[config.mk]
export PLATFORM = sky130hd
export DESIGN_NAME = rsv_id_sleep
export DESIGN_NICKNAME = d
export VERILOG_FILES = /design/src/rtl/rsv_id_pkg.sv /design/src/rtl/rsv_wake_timer.sv /design/src/rtl/rsv_tx_select.sv /design/src/rtl/rsv_seq_fsm.sv /design/src/rtl/rsv_id_sleep.sv
export SDC_FILE = /design/constraint.sdc
export NUM_CORES = 1
export LEC_CHECK = 0
export BUFFER_PORTS_ARGS = -buffer_cell sky130_fd_sc_hd__buf_2
export CORE_ASPECT_RATIO = 1.4
export CORE_MARGIN = 2
export CORE_UTILIZATION = 44
export DETAILED_ROUTE_END_ITERATION = 12
export GPL_TIMING_DRIVEN = 0
export MAX_ROUTING_LAYER = met4
export PLACE_DENSITY_LB_ADDON = 0.2
export SLEW_MARGIN = 30
export SYNTH_ARGS = -nofsm -noshare
export SYNTH_HDL_FRONTEND = slang
export SYNTH_SLANG_ARGS = --single-unit
[constraint.sdc]
create_clock -name clk -period 2.2 [get_ports clk]
set_clock_uncertainty 0.15 [all_clocks]
set_input_delay 0.22 -clock clk [delete_from_list [all_inputs] [get_ports clk]]
set_output_delay 0.22 -clock clk [all_outputs]
set_load 0.01 [all_outputs]
[src/rtl/rsv_id_pkg.sv]
package rsv_id_pkg;

  localparam logic [7:0] CODE_SELECT = 8'hF8;
  localparam logic [7:0] CODE_DEVID  = 8'hF9;
  localparam logic [7:0] CODE_SERIAL = 8'hCD;
  localparam logic [7:0] CODE_SLEEP  = 8'h86;

  localparam int IDX_W     = 4;
  localparam int ID_BYTES  = 3;
  localparam int SN_BYTES  = 8;

  typedef enum logic [2:0] {
    SQ_IDLE,
    SQ_FRAME,
    SQ_SELECT,
    SQ_MUTE,
    SQ_ARMED,
    SQ_CMD,
    SQ_READ,
    SQ_SLEEPCMD
  } seq_t;

  typedef enum logic [1:0] {
    PW_AWAKE,
    PW_ASLEEP,
    PW_WAKING
  } pwr_t;

  typedef enum logic {
    SRC_DEVID,
    SRC_SERIAL
  } src_t;

endpackage

[src/rtl/rsv_wake_timer.sv]
module rsv_wake_timer
  import rsv_id_pkg::*;
#(
  parameter int WAKE_CYCLES = 4000
) (
  input  logic clk,
  input  logic rst_n,
  input  logic sleep_req_i,
  input  logic wake_req_i,
  output logic asleep_o,
  output logic ready_o
);

  localparam int CW = $clog2(WAKE_CYCLES + 1);
  localparam logic [CW-1:0] LOAD = CW'(WAKE_CYCLES);

  pwr_t          pwr_q, pwr_d;
  logic [CW-1:0] cnt_q, cnt_d;
  logic          pwr_en, cnt_en;

  always_comb begin
    pwr_d = pwr_q;
    cnt_d = cnt_q;
    unique case (pwr_q)
      PW_AWAKE: begin
        if (sleep_req_i) pwr_d = PW_ASLEEP;
      end
      PW_ASLEEP: begin
        if (wake_req_i) begin
          pwr_d = PW_WAKING;
          cnt_d = LOAD;
        end
      end
      PW_WAKING: begin
        if (cnt_q <= CW'(1)) begin
          pwr_d = PW_AWAKE;
          cnt_d = '0;
        end else begin
          cnt_d = cnt_q - CW'(1);
        end
      end
      default: pwr_d = PW_AWAKE;
    endcase
  end

  assign pwr_en = (pwr_d != pwr_q);
  assign cnt_en = (pwr_q == PW_WAKING) || (pwr_d == PW_WAKING);

  always_ff @(posedge clk or negedge rst_n) begin
    if (!rst_n) begin
      pwr_q <= PW_AWAKE;
      cnt_q <= '0;
    end else begin
      if (pwr_en) pwr_q <= pwr_d;
      if (cnt_en) cnt_q <= cnt_d;
    end
  end

  assign asleep_o = (pwr_q == PW_ASLEEP);
  assign ready_o  = (pwr_q == PW_AWAKE);

endmodule

[src/rtl/rsv_tx_select.sv]
module rsv_tx_select
  import rsv_id_pkg::*;
#(
  parameter logic [11:0] MFR_ID  = 12'h004,
  parameter logic [8:0]  PROD_ID = 9'h080,
  parameter logic [2:0]  DIE_REV = 3'h0
) (
  input  logic [63:0]      serial_num_i,
  input  src_t             src_i,
  input  logic [IDX_W-1:0] idx_i,
  output logic [7:0]       byte_o
);

  localparam logic [8*ID_BYTES-1:0] ID_WORD = {MFR_ID, PROD_ID, DIE_REV};

  always_comb begin
    byte_o = 8'hFF;
    if (src_i == SRC_DEVID) begin
      for (int k = 0; k < ID_BYTES; k++) begin
        if (idx_i == IDX_W'(k)) byte_o = ID_WORD[8*(ID_BYTES-1-k) +: 8];
      end
    end else begin
      for (int k = 0; k < SN_BYTES; k++) begin
        if (idx_i == IDX_W'(k)) byte_o = serial_num_i[8*(SN_BYTES-1-k) +: 8];
      end
    end
  end

endmodule

[src/rtl/rsv_seq_fsm.sv]
module rsv_seq_fsm
  import rsv_id_pkg::*;
(
  input  logic             clk,
  input  logic             rst_n,
  input  logic [5:0]       own_id_i,
  input  logic             awake_i,
  input  logic             ev_start_i,
  input  logic             ev_stop_i,
  input  logic             ev_byte_i,
  input  logic [7:0]       rx_byte_i,
  input  logic             ev_mack_i,
  input  logic             mack_nack_i,
  output logic             resp_valid_o,
  output logic             resp_ack_o,
  output logic             tx_active_o,
  output src_t             src_o,
  output logic [IDX_W-1:0] idx_o,
  output logic             sleep_req_o,
  output logic             wake_req_o
);

  seq_t             seq_q, seq_d;
  src_t             src_q, src_d;
  logic [IDX_W-1:0] idx_q, idx_d;
  logic             rv_q, rv_d, ra_q, ra_d;
  logic             addr_hit;
  logic             rd_en;

  assign addr_hit = (rx_byte_i[7:2] == own_id_i);

  always_comb begin
    seq_d       = seq_q;
    src_d       = src_q;
    idx_d       = idx_q;
    rv_d        = 1'b0;
    ra_d        = 1'b0;
    sleep_req_o = 1'b0;
    wake_req_o  = 1'b0;
    if (ev_start_i) begin
      if (seq_q == SQ_MUTE)                   seq_d = SQ_MUTE;
      else if (seq_q == SQ_ARMED && awake_i)  seq_d = SQ_CMD;
      else                                    seq_d = SQ_FRAME;
    end else if (ev_stop_i) begin
      if (seq_q == SQ_SLEEPCMD && awake_i) sleep_req_o = 1'b1;
      seq_d = SQ_IDLE;
    end else if (ev_byte_i) begin
      unique case (seq_q)
        SQ_FRAME: begin
          seq_d = SQ_IDLE;
          if (!awake_i) begin
            if (addr_hit) begin
              rv_d       = 1'b1;
              wake_req_o = 1'b1;
            end
          end else if (rx_byte_i == CODE_SELECT) begin
            rv_d  = 1'b1;
            ra_d  = 1'b1;
            seq_d = SQ_SELECT;
          end
        end
        SQ_SELECT: begin
          if (addr_hit) begin
            rv_d  = 1'b1;
            ra_d  = 1'b1;
            seq_d = SQ_ARMED;
          end else begin
            seq_d = SQ_MUTE;
          end
        end
        SQ_CMD: begin
          seq_d = SQ_IDLE;
          if (rx_byte_i == CODE_DEVID || rx_byte_i == CODE_SERIAL) begin
            rv_d  = 1'b1;
            ra_d  = 1'b1;
            seq_d = SQ_READ;
            idx_d = '0;
            src_d = (rx_byte_i == CODE_DEVID) ? SRC_DEVID : SRC_SERIAL;
          end else if (rx_byte_i == CODE_SLEEP) begin
            rv_d  = 1'b1;
            ra_d  = 1'b1;
            seq_d = SQ_SLEEPCMD;
          end
        end
        SQ_MUTE: seq_d = SQ_MUTE;
        default: seq_d = SQ_IDLE;
      endcase
    end else if (ev_mack_i && seq_q == SQ_READ) begin
      if (mack_nack_i)        seq_d = SQ_IDLE;
      else if (idx_q != '1)   idx_d = idx_q + 1'b1;
    end
  end

  assign rd_en = (idx_d != idx_q) || (src_d != src_q);

  always_ff @(posedge clk or negedge rst_n) begin
    if (!rst_n) begin
      seq_q <= SQ_IDLE;
      src_q <= SRC_DEVID;
      idx_q <= '0;
      rv_q  <= 1'b0;
      ra_q  <= 1'b0;
    end else begin
      seq_q <= seq_d;
      rv_q  <= rv_d;
      ra_q  <= ra_d;
      if (rd_en) begin
        src_q <= src_d;
        idx_q <= idx_d;
      end
    end
  end

  assign resp_valid_o = rv_q;
  assign resp_ack_o   = ra_q;
  assign tx_active_o  = (seq_q == SQ_READ);
  assign src_o        = src_q;
  assign idx_o        = idx_q;

endmodule

[src/rtl/rsv_id_sleep.sv]
module rsv_id_sleep
  import rsv_id_pkg::*;
#(
  parameter int          WAKE_CYCLES = 4000,
  parameter logic [11:0] MFR_ID      = 12'h004,
  parameter logic [8:0]  PROD_ID     = 9'h080,
  parameter logic [2:0]  DIE_REV     = 3'h0
) (
  input  logic        clk,
  input  logic        rst_n,
  input  logic [5:0]  own_id_i,
  input  logic [63:0] serial_num_i,
  input  logic        ev_start_i,
  input  logic        ev_stop_i,
  input  logic        ev_byte_i,
  input  logic [7:0]  rx_byte_i,
  input  logic        ev_mack_i,
  input  logic        mack_nack_i,
  output logic        resp_valid_o,
  output logic        resp_ack_o,
  output logic        tx_active_o,
  output logic [7:0]  tx_byte_o,
  output logic        asleep_o,
  output logic        ready_o
);

  src_t             src;
  logic [IDX_W-1:0] idx;
  logic             sleep_req, wake_req;
  logic [7:0]       sel_byte;

  rsv_seq_fsm u_fsm (
    .clk          (clk),
    .rst_n        (rst_n),
    .own_id_i     (own_id_i),
    .awake_i      (ready_o),
    .ev_start_i   (ev_start_i),
    .ev_stop_i    (ev_stop_i),
    .ev_byte_i    (ev_byte_i),
    .rx_byte_i    (rx_byte_i),
    .ev_mack_i    (ev_mack_i),
    .mack_nack_i  (mack_nack_i),
    .resp_valid_o (resp_valid_o),
    .resp_ack_o   (resp_ack_o),
    .tx_active_o  (tx_active_o),
    .src_o        (src),
    .idx_o        (idx),
    .sleep_req_o  (sleep_req),
    .wake_req_o   (wake_req)
  );

  rsv_tx_select #(
    .MFR_ID  (MFR_ID),
    .PROD_ID (PROD_ID),
    .DIE_REV (DIE_REV)
  ) u_txsel (
    .serial_num_i (serial_num_i),
    .src_i        (src),
    .idx_i        (idx),
    .byte_o       (sel_byte)
  );

  rsv_wake_timer #(
    .WAKE_CYCLES (WAKE_CYCLES)
  ) u_wake (
    .clk         (clk),
    .rst_n       (rst_n),
    .sleep_req_i (sleep_req),
    .wake_req_i  (wake_req),
    .asleep_o    (asleep_o),
    .ready_o     (ready_o)
  );

  assign tx_byte_o = tx_active_o ? sel_byte : 8'hFF;

endmodule


==> impl_results.rst <==
.. list-table::
   :header-rows: 1

   * - Metric
     - Value
   * - Clock tree from TritonCTS
     - yes
   * - Time the final worst path needs with I/O delays and setup
     - 2510 ps
   * - Count of mapped cells out of synthesis
     - 320
   * - # Max-Cap Violations
     - 0
   * - Final Hold Vio Count
     - 0
   * - Proportion of netlist area held by the largest area contributor
     - 25.82%
   * - TritonCTS sink count
     - 24
   * - Die outline height
     - 90.03 um
   * - Worst-margin pin slew
     - 728.9 ps
   * - Layout-stage area growth over the synthesis result
     - 44.65%
   * - Violations in the final reports
     - negative setup slack
   * - Area used by multi-input combinational logic
     - 1827 sq um
   * - Top area cells in the synthesized netlist
     - dfrtp_1, nand2_1, o21ai_0
   * - Mean Syn Cell Area
     - 7.269 sq um
   * - Number of cells traversed by the worst register-to-register path
     - 6
   * - Clock insertion delay at the later pin of the skew report
     - 270 ps
   * - DRC violation total after the first TritonRoute iteration
     - 236
   * - Status
     - complete, but fails checks
   * - Width of the die
     - 65.45 um
   * - Port Buf Inserts
     - 96
   * - Worst voltage drop across the vdd grid
     - 366.5 uV
   * - Global-route wire length before repair
     - 12190 um
   * - Detailed Route WL
     - 7444 um
   * - Origin of the worst min-delay path
     - ev_byte_i
   * - Terminus of the critical flop-to-flop path
     - u_wake.cnt_q[4]$_DFFE_PN0P_
   * - Sequential area share after synthesis
     - 25.82%
   * - Dominant cell by count in the synthesized netlist
     - nand2_1
   * - Flops & latches, synth
     - 24
   * - Relative slew margins
     - 50.96%
   * - Post-Place Setup Slack
     - -619.9 ps
   * - Maximum number of pins on one net before global-route repair
     - 25
   * - Buffers from clock root to sink, at most
     - 2
   * - Number of rows created at floorplan
     - 31
   * - Element type at the critical path start
     - flop
   * - Unrepaired setup endpoints after global routing
     - true
   * - Worst R2R Setup Slack
     - 110 ps
   * - Final TNS setup
     - -2149 ps
   * - Flip-flop cell with the highest count after synthesis
     - dfrtp_1
   * - Starting density of the core
     - 45.43%
   * - Final #Nets
     - 519
   * - Max Clk Rate
     - 398.4 MHz
   * - Vias per std cell
     - 5.913
   * - Overflow left after global routing
     - 0
   * - Share of layout cells above drive strength 1
     - 40.28%
   * - Total I/O pin count
     - 98
   * - Cell chosen for the clock root
     - clkbuf_8
   * - Total design power
     - 0.001174 W
   * - Number of antenna repair diodes
     - 0
   * - Hold worst-path end
     - u_fsm.idx_o[0]$_DFFE_PN0P_
   * - Vias in the first global route
     - 2844
   * - Data arrival time at the worst-slack endpoint
     - 2140 ps
   * - Tcrit/Tclk final
     - 114.1%
   * - FFs w/ async S/R, synth
     - 100.0%
   * - Yosys warnings
     - 0
   * - Most area-hungry cell type in the Yosys netlist
     - dfrtp_1
   * - Routed wirelength normalized by instance count
     - 15.10 um
   * - Number of buffers created by CTS
     - 3
   * - Post-route setup slack
     - -310.1 ps
   * - Area of the core
     - 5120 sq um
   * - Count of endpoints failing setup in the final report
     - 8
   * - Fill cell total of the finished layout
     - 451
   * - Gp weighted congestion
     - 0.9270
   * - Fraction of the core area covered by cells at the end of the flow
     - 65.71%
   * - Total global routing track utilization
     - 25.78%
   * - Detailed Routing Iterations Pass 1
     - 5
   * - Area enclosed by the die boundary
     - 5892 sq um
   * - Maximum fanout count along the critical path
     - 10
   * - Register Area
     - 606.8 sq um
   * - Number of synthesized flops with an enable pin
     - 0
   * - Critical path data required time
     - 1830 ps
   * - Crit Path Class
     - reg2out
   * - HPWL after detailed placement
     - 5415 um
   * - Mapped Nets
     - 411
   * - Detailed-route DRC error count
     - 0
   * - Setup crit end kind
     - output port
   * - Worst min-delay path class
     - in2reg
   * - PwrDens
     - 349.0 nW/um^2
   * - Cells on Worst Hold Path
     - 2
   * - Leak Pwr
     - 1.447 nW
   * - Clock input transition at the sequential cells of the worst setup and hold paths
     - 90 ps
   * - Top cells by instance count after synthesis
     - nand2_1, o21ai_0, dfrtp_1, nor2_1, a21oi_1
   * - Final Max Tran Viols
     - 0
   * - Antenna violations before repair
     - 0
   * - Synthesized cell area
     - 2326 sq um
   * - Overall via count from detail_route
     - 2915
   * - Number of distinct library cell variants in the gate-level netlist after synthesis
     - 51
   * - Residual antenna-violating net count after detailed routing
     - 0
   * - Reg-to-reg startpoint
     - u_fsm.seq_q[1]$_DFFE_PN0P_
   * - Htree depth
     - 1
[kinds of logic after synthesis]
group                      Yosys count  synth area share (%)
DFF                                 24                 25.82
buffers and inverters               30                 5.110
adders and majority gates            6                 3.227
xor gates and xnor gates             6                 2.259
and+or+nand+nor                    138                 30.99
AOI/OAI and AO/OA                  112                 30.88
muxes                                4                 1.721
[worst max-delay path, stage by stage (launching register included)]
cell,delay (ps)
dfrtp_2,460
buf_4,150
ha_2,180
buf_8,140
clkbuf_16,160
nand2_1,50
o211ai_1,100
a221oi_2,370
o21ai_1,110
buf_2,150
[final cells by class]
class                   count  area share (%)
clock inverters             1          0.8925
flip-flops and latches     24           18.04
well taps                  66           2.454
clock buffers               3           1.227
repair buffers            109           17.48
inverters                  11           1.711
plain buffers              13           3.905
multi-input cells         266           54.30
[stage by stage]
stage               hold WS, ps  cells  instance area (sq um)
CTS                       44.37    490                   3273
global placement          86.70    482                   2890
finish                    60.29    493                   3364
detailed placement        95.80    482                   2890
global route              65.70    493                   3364
floorplan                -225.6    320                   2327
[flip-flops by register name, summed over array words and instances (netlist names)]
name                flops
u_fsm.seq_q             3
u_wake.pwr_q            2
u_fsm.resp_ack_o        1
u_wake.cnt_q           12
u_fsm.idx_o             4
u_fsm.resp_valid_o      1
u_fsm.src_o             1
[layout by cell type, fill, tap and decap left out, types with 7 or more instances in the layout]
cell type,instances
o22ai_1,18
a21oi_1,17
buf_4,11
o21ai_0,15
a22oi_2,7
nor2_1,17
dfrtp_1,19
a221oi_2,7
buf_2,98
inv_1,7
nand2_1,40
nand3_1,12
nor2b_1,16
o21ai_1,11
o211ai_1,9
[power by group]
part / total, W / internal, W / switching [W]
clock network: 0.000396 / 0.000243 / 0.000152
registers: 0.000471 / 0.000452 / 0.0000194
logic: 0.000307 / 0.000158 / 0.000149
total: 0.00117 / 0.000854 / 0.000320
[what timing repair did]
action,4_1_cts,5_1_grt
gates resized for setup,66,20
hold endpoints to repair,24,0
setup endpoints to repair,20,22
hold buffers,1,0
cloned,1,0
setup buffers,7,4
pin swaps,16,10
[how the worst max path moves through the flow]
| stage | start | endpoint | slack, ps |
|---|---|---|---|
| 4_1_cts | u_fsm.idx_o[0]$_DFFE_PN0P_ | tx_byte_o[1] | -290 |
| 3_3_place_gp | u_fsm.idx_o[1]$_DFFE_PN0P_ | tx_byte_o[1] | -570 |
| 5_1_grt | u_fsm.idx_o[0]$_DFFE_PN0P_ | tx_byte_o[0] | -380 |
| 2_1_floorplan | u_fsm.idx_o[0]$_DFFE_PN0P_ | tx_byte_o[5] | -20 |
| 3_5_place_dp | u_fsm.idx_o[1]$_DFFE_PN0P_ | tx_byte_o[1] | -620 |
| 6_report | u_fsm.idx_o[1]$_DFFE_PN0P_ | tx_byte_o[1] | -310 |
[layer usage]
layer | GRT usage, % | part of all wire, %
met2 | 44.64 | 53
met5 | - | 0
met3 | 1.377 | 4.9
met1 | 29.30 | 39
met4 | 13.37 | 3.9
Note: power is estimated with default switching activity, not from simulation.
